<file path="config.mk">
export PLATFORM = sky130hd
export DESIGN_NAME = diglog_mul
export DESIGN_NICKNAME = d
export VERILOG_FILES = /design/src/rtl/diglog_pkg.sv /design/src/rtl/diglog_lod.sv /design/src/rtl/diglog_step.sv /design/src/rtl/diglog_mul.sv
export SDC_FILE = /design/constraint.sdc
export NUM_CORES = 1
export LEC_CHECK = 0
export BUFFER_PORTS_ARGS = -buffer_cell sky130_fd_sc_hd__buf_2
export CAP_MARGIN = 15
export CORE_MARGIN = 8
export CORE_UTILIZATION = 56
export CTS_BUF_LIST = sky130_fd_sc_hd__clkbuf_2
export DETAILED_ROUTE_END_ITERATION = 6
export PLACE_DENSITY = 0.74
export SLEW_MARGIN = 30
export SYNTH_ARGS = -nofsm -noshare
export SYNTH_HDL_FRONTEND = slang
export SYNTH_SLANG_ARGS = --single-unit
</file>
<file path="constraint.sdc">
create_clock -name clk -period 5.9 [get_ports clk]
set_input_delay 1.18 -clock clk [delete_from_list [all_inputs] [get_ports clk]]
set_output_delay 1.18 -clock clk [all_outputs]
set_load 0.01 [all_outputs]
</file>
<file path="src/rtl/diglog_pkg.sv">
package diglog_pkg;

    localparam int OP_W     = 8;
    localparam int PROD_W   = 2 * OP_W;
    localparam int IDX_W    = $clog2(OP_W);
    localparam int MAX_ITER = OP_W;
    localparam int CNT_W    = $clog2(MAX_ITER + 1);

    typedef logic [OP_W-1:0]   opnd_t;
    typedef logic [PROD_W-1:0] prod_t;
    typedef logic [IDX_W-1:0]  idx_t;
    typedef logic [CNT_W-1:0]  cnt_t;

    typedef enum logic {
        ST_IDLE,
        ST_RUN
    } seq_e;

    // highest set bit position and the operand with that bit removed
    typedef struct packed {
        idx_t  pos;
        opnd_t rem;
    } lead_t;

    // result of one decomposition step
    typedef struct packed {
        prod_t term;
        opnd_t xr;
        opnd_t yr;
        logic  last;
    } step_t;

    function automatic prod_t widen(opnd_t v);
        return {{(PROD_W-OP_W){1'b0}}, v};
    endfunction

endpackage

</file>
<file path="src/rtl/diglog_lod.sv">
module diglog_lod
    import diglog_pkg::*;
(
    input  opnd_t val,
    output lead_t lead
);

    opnd_t above;
    opnd_t hot;

    generate
        for (genvar i = 0; i < OP_W; i++) begin : g_bit
            if (i == OP_W - 1) begin : g_top
                assign above[i] = 1'b0;
            end else begin : g_low
                assign above[i] = |val[OP_W-1:i+1];
            end
            assign hot[i] = val[i] & ~above[i];
        end
    endgenerate

    always_comb begin
        lead.pos = '0;
        for (int i = 0; i < OP_W; i++) begin
            if (hot[i]) begin
                lead.pos = lead.pos | idx_t'(i);
            end
        end
        lead.rem = val & ~hot;
    end

endmodule

</file>
<file path="src/rtl/diglog_step.sv">
module diglog_step
    import diglog_pkg::*;
(
    input  opnd_t x,
    input  opnd_t y,
    output step_t res
);

    lead_t            lx;
    lead_t            ly;
    logic [IDX_W:0]   sh_sum;

    diglog_lod u_lod_x (
        .val  (x),
        .lead (lx)
    );

    diglog_lod u_lod_y (
        .val  (y),
        .lead (ly)
    );

    always_comb begin
        sh_sum   = {1'b0, lx.pos} + {1'b0, ly.pos};
        res.term = (prod_t'(1) << sh_sum)
                 + (widen(ly.rem) << lx.pos)
                 + (widen(lx.rem) << ly.pos);
        res.xr   = lx.rem;
        res.yr   = ly.rem;
        res.last = ~(|lx.rem) | ~(|ly.rem);
    end

endmodule

</file>
<file path="src/rtl/diglog_mul.sv">
module diglog_mul
    import diglog_pkg::*;
(
    input  logic              clk,
    input  logic              rst,
    input  logic              start,
    input  logic [OP_W-1:0]   a,
    input  logic [OP_W-1:0]   b,
    input  logic [CNT_W-1:0]  iter_lim,
    output logic [PROD_W-1:0] product,
    output logic              done,
    output logic              exact
);

    seq_e  st;
    opnd_t x_q;
    opnd_t y_q;
    prod_t acc_q;
    cnt_t  cnt_q;
    cnt_t  lim_q;
    step_t stp;

    prod_t acc_n;
    cnt_t  cnt_n;
    logic  hit_lim;
    logic  zero_in;

    diglog_step u_step (
        .x   (x_q),
        .y   (y_q),
        .res (stp)
    );

    always_comb begin
        acc_n   = acc_q + stp.term;
        cnt_n   = cnt_q + cnt_t'(1);
        hit_lim = (lim_q != '0) && (cnt_n == lim_q);
        zero_in = ~(|a) | ~(|b);
    end

    always_ff @(posedge clk) begin
        if (rst) begin
            st      <= ST_IDLE;
            x_q     <= '0;
            y_q     <= '0;
            acc_q   <= '0;
            cnt_q   <= '0;
            lim_q   <= '0;
            product <= '0;
            done    <= 1'b0;
            exact   <= 1'b0;
        end else begin
            done <= 1'b0;
            case (st)
                ST_IDLE: begin
                    if (start) begin
                        lim_q <= iter_lim;
                        cnt_q <= '0;
                        acc_q <= '0;
                        x_q   <= a;
                        y_q   <= b;
                        if (zero_in) begin
                            product <= '0;
                            exact   <= 1'b1;
                            done    <= 1'b1;
                        end else begin
                            st <= ST_RUN;
                        end
                    end
                end
                ST_RUN: begin
                    acc_q <= acc_n;
                    cnt_q <= cnt_n;
                    x_q   <= stp.xr;
                    y_q   <= stp.yr;
                    if (stp.last || hit_lim) begin
                        product <= acc_n;
                        exact   <= stp.last;
                        done    <= 1'b1;
                        st      <= ST_IDLE;
                    end
                end
            endcase
        end
    end

endmodule

</file>
## After elaboration in Yosys (flattened, before gate mapping)

Cells that the tools add are included.
W data, S select, Z words.

- Register bits after elaboration: 59
- Bits of input ports: 23
- Output and inout port bits: 18

- Add/subtract/negate cells: 5
- Eq/ne operators: 4
- Shift-type cells: 3
- Multiplexer cells: 38
- Bitwise logic cells: 39
- Reductions and logical operators: 21

Operators with widths:

| operator | number |
|---|---|
| $mux W16 | 4 |
| $pmux W16 S2 | 2 |
| $add A16 B16 Y16 | 3 |
| $pmux W8 S2 | 2 |
| $reduce_or A8 Y1 | 4 |
| $shl A8 B3 Y16 | 2 |
| $mux W3 | 8 |
| $not A1 Y1 | 19 |
| $and A8 B8 Y8 | 2 |
| $mux W8 | 2 |
| $not A8 Y8 | 2 |
| $shl A1 B4 Y16 const A | 1 |
| $and A1 B1 Y1 | 14 |
| $reduce_or A7 Y1 | 2 |
| $reduce_or A6 Y1 | 2 |
| $mux W1 | 11 |
| $reduce_or A5 Y1 | 2 |
| $mux W2 | 4 |
| $pmux W4 S2 | 1 |
| $reduce_or A4 Y1 | 2 |
| $pmux W1 S2 | 3 |
| $reduce_or A3 Y1 | 2 |
| $add A3 B3 Y4 | 1 |
| $add A4 B1 Y4 const B | 1 |
| 11 further kinds | 14 |

## Depth between registers and ports, before layout

Gate-level depths: netlist of the first run.

- Depth in word-level cells: 17
- Depth in mapped cells: 20
- Depth with buffers taken out: 18

## Hierarchy

Synthesis of the first run repeated with hierarchy kept, for this count alone.

- Cells, all modules: 687
- Area total of the unflattened synthesis: 5361.4 sq um

Modules (own cells, without submodules):

| module | times used | cells each | area each (sq um) | sequential area each (sq um) |
|---|---|---|---|---|
| diglog_mul | 1 | 383 | 3199.3 | 1181.1 |
| diglog_step | 1 | 264 | 1909.3 | 0.0 |
| diglog_lod | 2 | 20 | 126.4 | 0.0 |

## Least setup slack after synthesis of the first run

OpenSTA, ideal clock, no wires.

- Path kind: register -> register
- Start point: reg x_q[6]
- End point: reg acc_q[15]
- Arrival time: 4.608 ns
- Data required time: 5.774 ns
- Path slack: 1.166 ns
- Stages on the path, launching flop included: 20
- Path buffers: 2
- Cell sequence: dfxtp_1 > buf_4 > nor3_1 > nand3_1 > o221ai_2 > buf_2 > ha_1 > fa_1 > nor2b_1 > nand2_1 > fa_1 > inv_1 > ha_1 > fa_1 > a21o_1 > a221oi_1 > nor2_1 > o22ai_1 > xnor2_1 > o21ai_0

- Word-level cells in the longest chain between the ends: 16
- Elaborated cells on any way between the ends: 36
- Classes of those cells: 4 x add/sub; 3 x shift; 8 x mux; 15 x bitwise; 6 x reduce/logical

RTL lines:

| item | RTL line | text |
|---|---|---|
| from (decl) | diglog_mul.sv:16 | `opnd_t x_q;` |
| from (signal assigned) | diglog_mul.sv:74 | `x_q <= stp.xr;` |
| $reduce_or A6 Y1 | diglog_lod.sv:16 | `assign above[i] = \|val[OP_W-1:i+1];` |
| $not A1 Y1 | diglog_lod.sv:18 | `assign hot[i] = val[i] & ~above[i];` |
| $and A1 B1 Y1 | diglog_lod.sv:18 |  |
| $mux W1 | diglog_lod.sv:25 | `if (hot[i]) begin` |
| $mux W2 (2 in a row) | diglog_lod.sv:25 |  |
| $mux W3 (4 in a row) | diglog_lod.sv:25 |  |
| $add A3 B3 Y4 | diglog_step.sv:24 | `sh_sum = {1'b0, lx.pos} + {1'b0, ly.pos};` |
| $shl A1 B4 Y16 | diglog_step.sv:25 | `res.term = (prod_t'(1) << sh_sum)` |
| $add A16 B16 Y16 | diglog_step.sv:26 | `+ (widen(ly.rem) << lx.pos)` |
| $add A16 B16 Y16 * | diglog_step.sv:27 | `+ (widen(lx.rem) << ly.pos);` |
| $add A16 B16 Y16 * | diglog_mul.sv:35 | `acc_n = acc_q + stp.term;` |
| $pmux W16 S2 * | diglog_mul.sv:54 | `case (st)` |
| to (signal assigned) | diglog_mul.sv:72 | `acc_q <= acc_n;` |
| to (decl) | diglog_mul.sv:18 | `prod_t acc_q;` |

Mark *: on every way between the ends. The rest lies on a longest branch, timed or not.
A chain may end at the register's enable or synchronous reset.

## Worst setup path in the final report of the first run

- Start point: reg x_q[2]
- End point: reg acc_q[15]

The elaborated chain is that of the path after synthesis.

==> results of run 1 <==
metal layers:
metal  up-vias  wire [µm]  part of all wire (%)
met1      2358       6250                    44
met5         -          0                     0
met2       223       6320                    45
met4         0        223                   1.6
li1       2274          -                     -
met3        26       1270                   9.0
state kept, by name, indices dropped and copies added (netlist names):
| register | cells |
|---|---|
| lim_q | 4 |
| product | 16 |
| x_q | 8 |
| exact | 1 |
| st | 1 |
| acc_q | 16 |
| done | 1 |
| cnt_q | 4 |
| y_q | 8 |
metrics by stage:
stage | instance area (µm²) | setup WS [ps] | std cells | hold slack [ps] | utilization (%)
final | 5450 | 423 | 770 | 469 | 62.2
after global placement | 5320 | 601 | 752 | 446 | 60.7
after floorplan | 5070 | 1170 | 630 | 461 | -
after global routing | 5450 | 52.0 | 769 | 491 | 62.2
after CTS | 5430 | 467 | 768 | 473 | 62.0
after detailed placement | 5320 | 556 | 752 | 450 | 60.7
how the worst max path moves through the flow:
stage | startpoint | to | slack, ps
2_1_floorplan | x_q[6]$_SDFFE_PP0P_ | acc_q[15]$_SDFFE_PP0P_ | 1170
3_3_place_gp | x_q[7]$_SDFFE_PP0P_ | acc_q[9]$_SDFFE_PP0P_ | 600
3_5_place_dp | x_q[7]$_SDFFE_PP0P_ | acc_q[15]$_SDFFE_PP0P_ | 560
4_1_cts | x_q[7]$_SDFFE_PP0P_ | acc_q[15]$_SDFFE_PP0P_ | 470
5_1_grt | y_q[3]$_SDFFE_PP0P_ | product[15]$_SDFFE_PP0P_ | 50
6_report | x_q[2]$_SDFFE_PP0P_ | acc_q[15]$_SDFFE_PP0P_ | 420
cells by family after synthesis:
group / synth area share, %
AND/OR/NAND/NOR: 21.0
AO/OA/AOI/OAI: 23.4
buffers and inverters: 7.40
flip-flops: 23.3
adder cells (fa/ha/maj): 16.5
multiplexers: 5.55
XOR/XNOR: 2.76
power by group:
part / internal, µW / switching, µW / total [µW]
clock: 96.2 / 176 / 272
sequential: 420 / 24.5 / 445
combinational: 217 / 364 / 581
total: 734 / 564 / 1300
critical path, cell delays in order (launching register included):
cell and delay (ps):
dfxtp_1 590, nor2_1 120, o31a_1 370, inv_2 270
o21ai_0 140, a221oi_1 450, mux2i_1 250, mux2_2 330
fa_1 480, fa_1 570, inv_1 60, ha_1 410
and3_1 200, a221oi_1 440, nor2_1 140, o22ai_1 190
xnor2_1 190, o21ai_0 120
area by class of cell:
cell class | count | area share [%]
well taps | 108 | 2.48
clock inverters | 7 | 1.26
inverters | 58 | 4.00
repair buffers | 50 | 5.12
multi-input cells | 478 | 64.6
diodes | 1 | 0.0459
flip-flops and latches | 59 | 21.7
clock buffers | 9 | 0.827
Yosys cell counts, types with 9 or more instances:
cell and n:
nand2_1 60, dfxtp_1 59, inv_1 56, a21oi_1 46
nor2_1 45, fa_1 30, nand3_1 30, mux2i_1 21
nor3_1 21, o21ai_0 21, clkbuf_1 20, ha_1 19
a21o_1 18, xnor2_1 13, o21ai_1 10, a211oi_1 9
buf_2 9
==> impl_metrics.sql, run 1 <==
INSERT INTO impl_metrics (metric_group, metric, value, unit) VALUES
('status', 'outcome', 'complete, but fails checks', ''),
('status', 'violated_checks', 'DRC', ''),
('timing', 'grt_setup_unrepaired', 'false', ''),
('detailed_routing', 'dr_total_vias', '4881', ''),
('logic_synthesis', 'synth_enable_flop_cells', '0', ''),
('logic_synthesis', 'synth_largest_area_cell', 'dfxtp_1', ''),
('place', 'io_buffer_count', '40', ''),
('timing', 'timing.final.max_slew_violations', '0', ''),
('clock_network', 'cts.sink_count', '59', ''),
('global_routing', 'grt-busiest-layer', 'met2', ''),
('min_path', 'holdPathEnd', 'product[13]$_SDFFE_PP0P_', ''),
('power', 'p_total', '1300', 'µW'),
('final_layout', 'layout.cells.most_common_list', 'nand2_1 (60), dfxtp_1 (58), inv_1 (56)', ''),
('power', 'p_leak', '0.00232', 'µW'),
('power', 'cellPowerDensity', '238', 'nW/µm²'),
('die', 'fp.dieW', '111', 'µm'),
('final_layout', 'num-fill-cells', '770', ''),
('clock_network', 'cts_tree', 'done', ''),
('die', 'coreArea', '8760', 'µm²'),
('final_layout', 'drive_above_1_share', '13.6', '%'),
('place', 'gp_routability_congestion', '0.993', ''),
('min_path', 'min_path_type', 'flop to flop', ''),
('die', 'die-area', '12400', 'µm²'),
('setup_path', 'r2r_start', 'x_q[2]$_SDFFE_PP0P_', ''),
('global_routing', 'grt_use_met3', '5.90', '%'),
('clock_network', 'clock_path_buffers', '2', ''),
('global_routing', 'first_global_vias', '4445', ''),
('final_layout', 'nNetsFinal', '728', ''),
('min_path', 'worstHoldStart', 'product[13]$_SDFFE_PP0P_', ''),
('die', 'dieHeight', '111', 'µm'),
('place', 'dp_hpwl', '10800', 'µm'),
('final_layout', 'leading_cell_type_in_the_layout_fill_and_taps_excluded', 'nand2_1', ''),
('final_layout', 'multi_input_area', '3520', 'µm²'),
('global_routing', 'grt.met2_usage', '33.6', '%'),
('timing', 'worst_margin_pin_slew', '925', 'ps'),
('clock_network', 'htree_levels', '3', ''),
('logic_synthesis', 'synth_area_leaders', 'dfxtp_1 (23%), fa_1 (12%), ha_1 (4.7%)', ''),
('detailed_routing', 'detail_route.first_pass.iterations', '7', ''),
('setup_path', 'endpoint_kind', 'flop', ''),
('die', 'effective_utilization_at_floorplan', '57.9', '%'),
('timing', 'hold_violations_final', '0', ''),
('detailed_routing', 'detail_route.drc_violations', '4', ''),
('min_path', 'holdPathStages', '2', ''),
('setup_path', 'r2r_end', 'acc_q[15]$_SDFFE_PP0P_', ''),
('setup_path', 'reg2reg_depth', '17', ''),
('timing', 'finalCriticalPeriod', '5480', 'ps'),
('logic_synthesis', 'ys_seq_area_share', '23.3', '%'),
('clock_network', 'clkSlewWorstSetupHoldPaths', '230', 'ps'),
('power', 'ir_drop', '0.183', 'mV'),
('logic_synthesis', 'syn_area', '5070', 'µm²'),
('die', 'core.rowCount', '34', ''),
('setup_path', 'cp.required', '6270', 'ps'),
('logic_synthesis', 'synth_cells', '630', ''),
('logic_synthesis', 'dominantRegCellSynth', 'dfxtp_1', ''),
('timing', 'skew', '44.0', 'ps'),
('logic_synthesis', 'postSynthNetCount', '702', ''),
('logic_synthesis', 'synth-async-reset-ratio', '0', '%'),
('timing', 'report.final.setup_viol', '0', ''),
('timing', 'fmax', '0.183', 'GHz'),
('global_routing', 'grtUsageTotal', '21.9', '%'),
('die', 'ioPinCount', '41', ''),
('global_routing', 'global_route_wire_length_before_repair', '22700', 'µm'),
('final_layout', 'area.growth.synth_to_final', '7.45', '%'),
('detailed_routing', 'drt_iter0_drc', '569', ''),
('global_routing', 'maximum_number_of_pins_on_one_net_before_global_route_repair', '51', ''),
('detailed_routing', 'totalWireLength', '14100', 'µm'),
('detailed_routing', 'antenna_violating_nets_left', '0', ''),
('final_layout', 'final-seq-area', '1180', 'µm²'),
('logic_synthesis', 'synth_top_area_share', '23.3', '%'),
('clock_network', 'clkLatencyLatePin', '520', 'ps'),
('timing', 'timing.max_slew.rel_slack', '38.3', '%');
Power figures use the tool's default switching activity.
==> run 2, diff against run 1 <==
--- a/config.mk
+++ b/config.mk
@@ -7,7 +7,7 @@
 export LEC_CHECK = 0
 export BUFFER_PORTS_ARGS = -buffer_cell sky130_fd_sc_hd__buf_2
 export CAP_MARGIN = 15
-export CORE_MARGIN = 8
+export CORE_MARGIN = 4
 export CORE_UTILIZATION = 56
 export CTS_BUF_LIST = sky130_fd_sc_hd__clkbuf_2
 export DETAILED_ROUTE_END_ITERATION = 6
==> run 2 against run 1 <==
Against the previous run:
- the flow now finishes without violations
- sequential power about the same
- utilization unchanged
- combinational power down 3%
- design area is the same
- clock power rose by 5%
- clock-buffer cell count is the same
==> impl_metrics.sql, run 2 (synthesis gave the netlist of run 1 again) <==
INSERT INTO impl_metrics (metric_group, metric, value, unit) VALUES
('detailed_routing', 'route.met3.wl', '987', 'µm'),
('clock_network', 'root_buffer', 'clkbuf_2', ''),
('power', 'p_leak', '0.00233', 'µW'),
('setup_path', 'cp.required', '6320', 'ps'),
('clock_network', 'cts.sink_count', '59', ''),
('timing', 'timing.final.max_slew_violations', '0', ''),
('die', 'die-area', '10600', 'µm²'),
('setup_path', 'endpoint_kind', 'flop', ''),
('detailed_routing', 'antenna_violating_nets_left', '0', ''),
('clock_network', 'cts_setup_buffers', '0', ''),
('setup_path', 'cp_max_fo', '13', ''),
('global_routing', 'global_route_wire_length_before_repair', '21900', 'µm'),
('timing', 'timing.max_slew.rel_slack', '38.7', '%'),
('final_layout', 'layout.cells.most_common_list', 'nand2_1 (60), dfxtp_1 (59), inv_1 (56)', ''),
('place', 'numPlacedInstances', '752', ''),
('final_layout', 'leading_cell_type_in_the_layout_fill_and_taps_excluded', 'nand2_1', ''),
('setup_path', 'critPathLaunch', 'y_q[7]$_SDFFE_PP0P_', ''),
('place', 'post-place-ws', '500', 'ps'),
('setup_path', 'critical_path.slowest_cell', 'dfxtp_1', ''),
('timing', 'report.final.setup_viol', '0', ''),
('power', 'ir_drop', '0.166', 'mV'),
('detailed_routing', 'top_signal_layer_used', 'met4', ''),
('timing', 'grt_setup_unrepaired', 'false', ''),
('clock_network', 'cts_tree', 'done', ''),
('global_routing', 'first_global_vias', '4331', ''),
('clock_network', 'htree_levels', '3', ''),
('die', 'coreArea', '8760', 'µm²'),
('setup_path', 'timing.critical_path.max_delay_family', 'adder cells', ''),
('setup_path', 'cpMostUsedCell', 'fa_1', ''),
('final_layout', 'diodes', '0', ''),
('clock_network', 'tritoncts.num_buffers', '9', ''),
('clock_network', 'postCtsHoldBufs', '0', ''),
('die', 'core.rowCount', '34', ''),
('clock_network', 'clkLatencyLatePin', '520', 'ps'),
('setup_path', 'setup.worst_path.class', 'flop to flop', ''),
('global_routing', 'maximum_number_of_pins_on_one_net_before_global_route_repair', '51', ''),
('final_layout', 'reg.largest.list', 'acc_q: 16 flops, product: 16 flops', ''),
('setup_path', 'critical_path.startpoint_type', 'flop', ''),
('detailed_routing', 'totalWireLength', '13800', 'µm'),
('place', 'gp_routability_congestion', '0.953', ''),
('detailed_routing', 'drt-met1-wl', '6320', 'µm'),
('timing', 'final.period_utilization', '92.2', '%'),
('final_layout', 'nNetsFinal', '728', ''),
('setup_path', 'bufs_and_invs_on_worst_path', '2', ''),
('timing', 'worst_margin_pin_slew', '920', 'ps'),
('die', 'effective_utilization_at_floorplan', '57.9', '%'),
('place', 'io_buffer_count', '40', ''),
('power', 'cellPowerDensity', '238', 'nW/µm²'),
('min_path', 'holdPathStages', '2', ''),
('timing', 'worst_slack', '460', 'ps'),
('detailed_routing', 'drt_iter0_drc', '433', ''),
('final_layout', 'final_core_utilization', '62.2', '%'),
('detailed_routing', 'wl_met2', '6180', 'µm'),
('detailed_routing', 'detail_route.drc_violations', '0', ''),
('final_layout', 'area.growth.synth_to_final', '7.45', '%'),
('global_routing', 'grtUsageTotal', '26.7', '%'),
('final_layout', 'drive_above_1_share', '13.3', '%'),
('clock_network', 'ctsResizeCount', '0', ''),
('job', 'number_of_maximum_capacitance_constraint_violations', '0', ''),
('setup_path', 'reg2reg_depth', '18', ''),
('timing', 'setup_total_negative_slack', '0', 'ps'),
('place', 'dp_hpwl', '10500', 'µm'),
('final_layout', 'final-seq-area', '1180', 'µm²'),
('setup_path', 'critical_path_cell_count', '18', ''),
('detailed_routing', 'wl_per_cell', '17.9', 'µm'),
('setup_path', 'timing.critical_path.cells', 'nor4_2 -> buf_4 -> a311o_1 -> ha_1 -> fa_1 -> or2_2 -> a21oi_1 -> nand2_1 -> fa_1 -> inv_1 -> ha_1 -> fa_1 -> a21o_1 -> a221oi_1 -> nor2_1 -> o22ai_1 -> xnor2_1 -> o31ai_1', ''),
('final_layout', 'num-fill-cells', '812', ''),
('timing', 'skew', '53.9', 'ps'),
('detailed_routing', 'detail_route.first_pass.iterations', '5', ''),
('clock_network', 'clock_path_buffers', '2', ''),
('detailed_routing', 'detail_route.vias_per_cell', '6.20', ''),
('timing', 'fmax', '0.184', 'GHz'),
('min_path', 'min_path_type', 'flop to flop', ''),
('timing', 'hold_violations_final', '0', ''),
('setup_path', 'r2r_slack', '460', 'ps'),
('status', 'outcome', 'complete, no violations', ''),
('setup_path', 'stage_delay_of_the_slowest_cell_on_the_critical_path', '600', 'ps'),
('die', 'fp.dieW', '103', 'µm'),
('die', 'ioPinCount', '41', ''),
('final_layout', 'multi_input_area', '3510', 'µm²'),
('detailed_routing', 'dr_total_vias', '4769', ''),
('die', 'dieHeight', '103', 'µm'),
('global_routing', 'gr-total-overflow', '0', ''),
('min_path', 'worstHoldStart', 'product[3]$_SDFFE_PP0P_', ''),
('timing', 'finalCriticalPeriod', '5440', 'ps'),
('clock_network', 'clkSlewWorstSetupHoldPaths', '200', 'ps'),
('setup_path', 'timing.critical_path.arrival', '5860', 'ps'),
('global_routing', 'grt_antenna_before_repair', '0', ''),
('setup_path', 'r2r_start', 'y_q[7]$_SDFFE_PP0P_', ''),
('final_layout', 'layoutNonFillerInstCount', '769', '');
## run 2: cell count changes in the layout (fill, tap and decap cells not counted), sizes merged
cell,before,now
inv,57,59
diode,1,0
clkinv,6,4
## run 2: final timing paths
path / endpoint
max reg2reg: product[15]$_SDFFE_PP0P_
min: product[3]$_SDFFE_PP0P_
min reg2reg: product[3]$_SDFFE_PP0P_
max: product[15]$_SDFFE_PP0P_
## run 2: stage by stage
stage | hold WS [ps] | power, µW | instance area, µm²
2_1_floorplan | 461 | 871 | 5070
3_5_place_dp | 451 | 1010 | 5320
4_1_cts | 472 | 1290 | 5440
6_report | 471 | 1300 | 5450
5_1_grt | 492 | 1390 | 5450
3_3_place_gp | 443 | 993 | 5310
## run 2: tightest hold or removal path, stage by stage (launching register included)
cell and delay [ps]:
dfxtp_1 340, nand3_1 50, o21ai_1 50
## run 2: per-layer routing
metal / track usage (%) / up-vias
li1: - / 2287
met1: 39.8 / 2249
met5: 0 / -
met2: 38.8 / 213
met4: 9.36 / 0
met3: 4.47 / 20
## run 2: cell type report
cell class,count,area share (%)
repair buffers,50,5.12
well taps,108,2.48
inverters,58,4.00
multi-input cells,478,64.5
clock inverters,7,1.40
clock buffers,9,0.827
flip-flops and latches,59,21.7
## run 2: power breakdown
| group | leakage [µW] | switching, µW | total, µW | internal, µW |
|---|---|---|---|---|
| combinational | 0.00178 | 351 | 566 | 216 |
| sequential | 0.000480 | 24.9 | 445 | 420 |
| clock | 0.0000705 | 184 | 285 | 101 |
| total | 0.00233 | 560 | 1300 | 737 |
==> run 3, diff against run 2 <==
--- a/config.mk
+++ b/config.mk
@@ -11,7 +11,8 @@
 export CORE_UTILIZATION = 56
 export CTS_BUF_LIST = sky130_fd_sc_hd__clkbuf_2
 export DETAILED_ROUTE_END_ITERATION = 6
-export PLACE_DENSITY = 0.74
+export PLACE_DENSITY = 0.77
+export RECOVER_POWER = 25
 export SLEW_MARGIN = 30
 export SYNTH_ARGS = -nofsm -noshare
 export SYNTH_HDL_FRONTEND = slang
==> constraint.sdc (replaced) <==
create_clock -name clk -period 5 [get_ports clk]
set_input_delay 1 -clock clk [delete_from_list [all_inputs] [get_ports clk]]
set_output_delay 1 -clock clk [all_outputs]
set_load 0.005 [all_outputs]
==> run 3 against run 2 <==
Against the previous run:
- the flow now finishes with violations (DRC)
- via count grew 3.6%
- wire length is 6.3% higher
- total power up 30%
- first-iteration DRC count shrank 0.46%
- worst setup slack got worse by 380 ps
- critical endpoint is now acc_q[12]$_SDFFE_PP0P_
- largest cell class unchanged
- highest routed layer unchanged
==> impl_metrics.sql, run 3 (synthesis gave the netlist of run 1 again) <==
INSERT INTO impl_metrics (metric_group, metric, value, unit) VALUES
('detailed_routing', 'totalWireLength', '14600', 'µm'),
('status', 'violated_checks', 'DRC', ''),
('global_routing', 'gr-total-overflow', '0', ''),
('power', 'p_total', '1690', 'µW'),
('place', 'post-place-ws', '101', 'ps'),
('power', 'cellPowerDensity', '294', 'nW/µm²'),
('timing', 'final.period_utilization', '98.5', '%'),
('timing', 'finalCriticalPeriod', '4920', 'ps'),
('detailed_routing', 'detail_route.vias_per_cell', '6.22', ''),
('clock_network', 'cts_tree', 'done', ''),
('final_layout', 'drive_above_1_share', '19.0', '%'),
('timing', 'fmax', '0.203', 'GHz'),
('clock_network', 'cts.sink_count', '59', ''),
('setup_path', 'critical_path.startpoint_type', 'flop', ''),
('timing', 'worst_slack', '76.8', 'ps'),
('setup_path', 'r2r_start', 'x_q[6]$_SDFFE_PP0P_', ''),
('setup_path', 'endpoint_kind', 'flop', ''),
('clock_network', 'clkSlewWorstSetupHoldPaths', '180', 'ps'),
('power', 'ir_drop', '0.217', 'mV'),
('timing', 'timing.final.max_slew_violations', '0', ''),
('detailed_routing', 'antenna_violating_nets_left', '0', ''),
('power', 'p_leak', '0.00248', 'µW'),
('timing', 'skew', '28.2', 'ps'),
('setup_path', 'reg2reg_depth', '17', ''),
('global_routing', 'global_route_wire_length_before_repair', '23300', 'µm'),
('job', 'number_of_maximum_capacitance_constraint_violations', '0', ''),
('timing', 'report.final.setup_viol', '0', ''),
('detailed_routing', 'detail_route.drc_violations', '1', ''),
('final_layout', 'nNetsFinal', '753', ''),
('clock_network', 'clock_path_buffers', '2', ''),
('setup_path', 'r2r_end', 'acc_q[12]$_SDFFE_PP0P_', ''),
('detailed_routing', 'drt_iter0_drc', '431', ''),
('setup_path', 'setup.worst_path.class', 'flop to flop', ''),
('global_routing', 'maximum_number_of_pins_on_one_net_before_global_route_repair', '51', ''),
('final_layout', 'area.growth.synth_to_final', '13.5', '%'),
('clock_network', 'postCtsHoldBufs', '0', ''),
('min_path', 'worstHoldStart', 'product[7]$_SDFFE_PP0P_', ''),
('global_routing', 'grtUsageTotal', '28.4', '%'),
('clock_network', 'clkLatencyLatePin', '510', 'ps'),
('die', 'coreArea', '8760', 'µm²'),
('final_layout', 'reg.largest.list', 'acc_q: 16 flops, product: 16 flops', ''),
('die', 'die-area', '10600', 'µm²'),
('timing', 'worst_margin_pin_slew', '942', 'ps'),
('clock_network', 'root_buffer', 'clkbuf_2', ''),
('die', 'effective_utilization_at_floorplan', '57.9', '%'),
('final_layout', 'diodes', '0', ''),
('die', 'ioPinCount', '41', ''),
('place', 'io_buffer_count', '40', ''),
('timing', 'setup_total_negative_slack', '0', 'ps'),
('final_layout', 'leading_cell_type_in_the_layout_fill_and_taps_excluded', 'nand2_1', ''),
('setup_path', 'timing.critical_path.arrival', '5360', 'ps'),
('place', 'gp_routability_congestion', '0.964', ''),
('die', 'core.rowCount', '34', ''),
('clock_network', 'tritoncts.num_buffers', '9', ''),
('detailed_routing', 'dr_total_vias', '4942', ''),
('final_layout', 'layout.cells.most_common_list', 'nand2_1 (60), inv_1 (55), dfxtp_1 (49)', ''),
('detailed_routing', 'wl_per_cell', '18.4', 'µm'),
('global_routing', 'grt_antenna_before_repair', '0', ''),
('detailed_routing', 'detail_route.first_pass.iterations', '7', ''),
('timing', 'timing.max_slew.rel_slack', '36.9', '%'),
('clock_network', 'htree_levels', '3', ''),
('die', 'dieHeight', '103', 'µm'),
('min_path', 'holdPathStages', '2', ''),
('min_path', 'min_path_type', 'flop to flop', ''),
('setup_path', 'r2r_slack', '80', 'ps'),
('die', 'fp.dieW', '103', 'µm'),
('place', 'dp_hpwl', '11000', 'µm'),
('global_routing', 'first_global_vias', '4577', ''),
('setup_path', 'cp.required', '5440', 'ps'),
('min_path', 'holdPathEnd', 'product[7]$_SDFFE_PP0P_', ''),
('status', 'outcome', 'complete, but fails checks', ''),
('timing', 'hold_violations_final', '0', ''),
('setup_path', 'cp_max_fo', '8', '');
-- run 3: worst max-delay path by stage --
stage / startpoint / endpoint / slack [ps] / cells past startpoint
3_5_place_dp: y_q[4]$_SDFFE_PP0P_ / product[15]$_SDFFE_PP0P_ / 100 / 16
5_1_grt: y_q[7]$_SDFFE_PP0P_ / acc_q[6]$_SDFFE_PP0P_ / -40 / 19
6_report: x_q[6]$_SDFFE_PP0P_ / acc_q[12]$_SDFFE_PP0P_ / 80 / 17
3_3_place_gp: x_q[4]$_SDFFE_PP0P_ / product[15]$_SDFFE_PP0P_ / 160 / 17
4_1_cts: x_q[4]$_SDFFE_PP0P_ / product[15]$_SDFFE_PP0P_ / 50 / 17
2_1_floorplan: x_q[6]$_SDFFE_PP0P_ / acc_q[15]$_SDFFE_PP0P_ / 270 / 19
-- run 3: metal layers --
metal  global-route usage [%]  vias to the layer above  wire length [µm]
met2                     42.9                      202              6730
li1                         -                     2324                 -
met1                     40.9                     2390              6540
met5                        0                        -                 0
met3                     5.01                       26              1030
met4                     9.66                        0               329
-- run 3: where the power goes --
group          internal [µW]  total, µW  switching (µW)  leakage [µW]
sequential               497        523            26.3      0.000484
clock                    215        415             200     0.0000935
combinational            300        752             451       0.00190
-- run 3: worst max-delay path, stage by stage, from the launching register on --
cell and delay, ps:
dfxtp_2 400, buf_4 180, or2_2 360, o21ai_0 420, mux2i_1 170, mux2i_1 230
o21ai_0 150, fa_1 520, inv_1 60, fa_1 530, inv_1 50, ha_1 360
a21o_1 250, a31oi_1 300, a21oi_2 150, o21a_1 240, a2111o_1 390, a21oi_1 110
-- run 3: final cells by class --
class                   instances  area (µm²)
clock buffers                   9        45.0
repair buffers                 75         459
fillers                       766        3010
multi-input cells             478        3590
clock inverters                 7         116
flip-flops and latches         59        1200
inverters                      58         218
well taps                     108         135
-- run 3: what timing repair did --
item,4_1_cts,5_1_grt
gates resized for setup,0,27
endpoints found under the setup margin,0,19
setup buffers,0,3
-- run 3: stage by stage --
step	cell area [µm²]	hold slack (ps)	util [%]	std cells
final	5760	475	65.7	794
after global routing	5760	508	65.7	794
after CTS	5640	478	64.4	790
after detailed placement	5480	454	62.6	774
after global placement	5480	442	62.6	774
after floorplan	5070	453	-	630
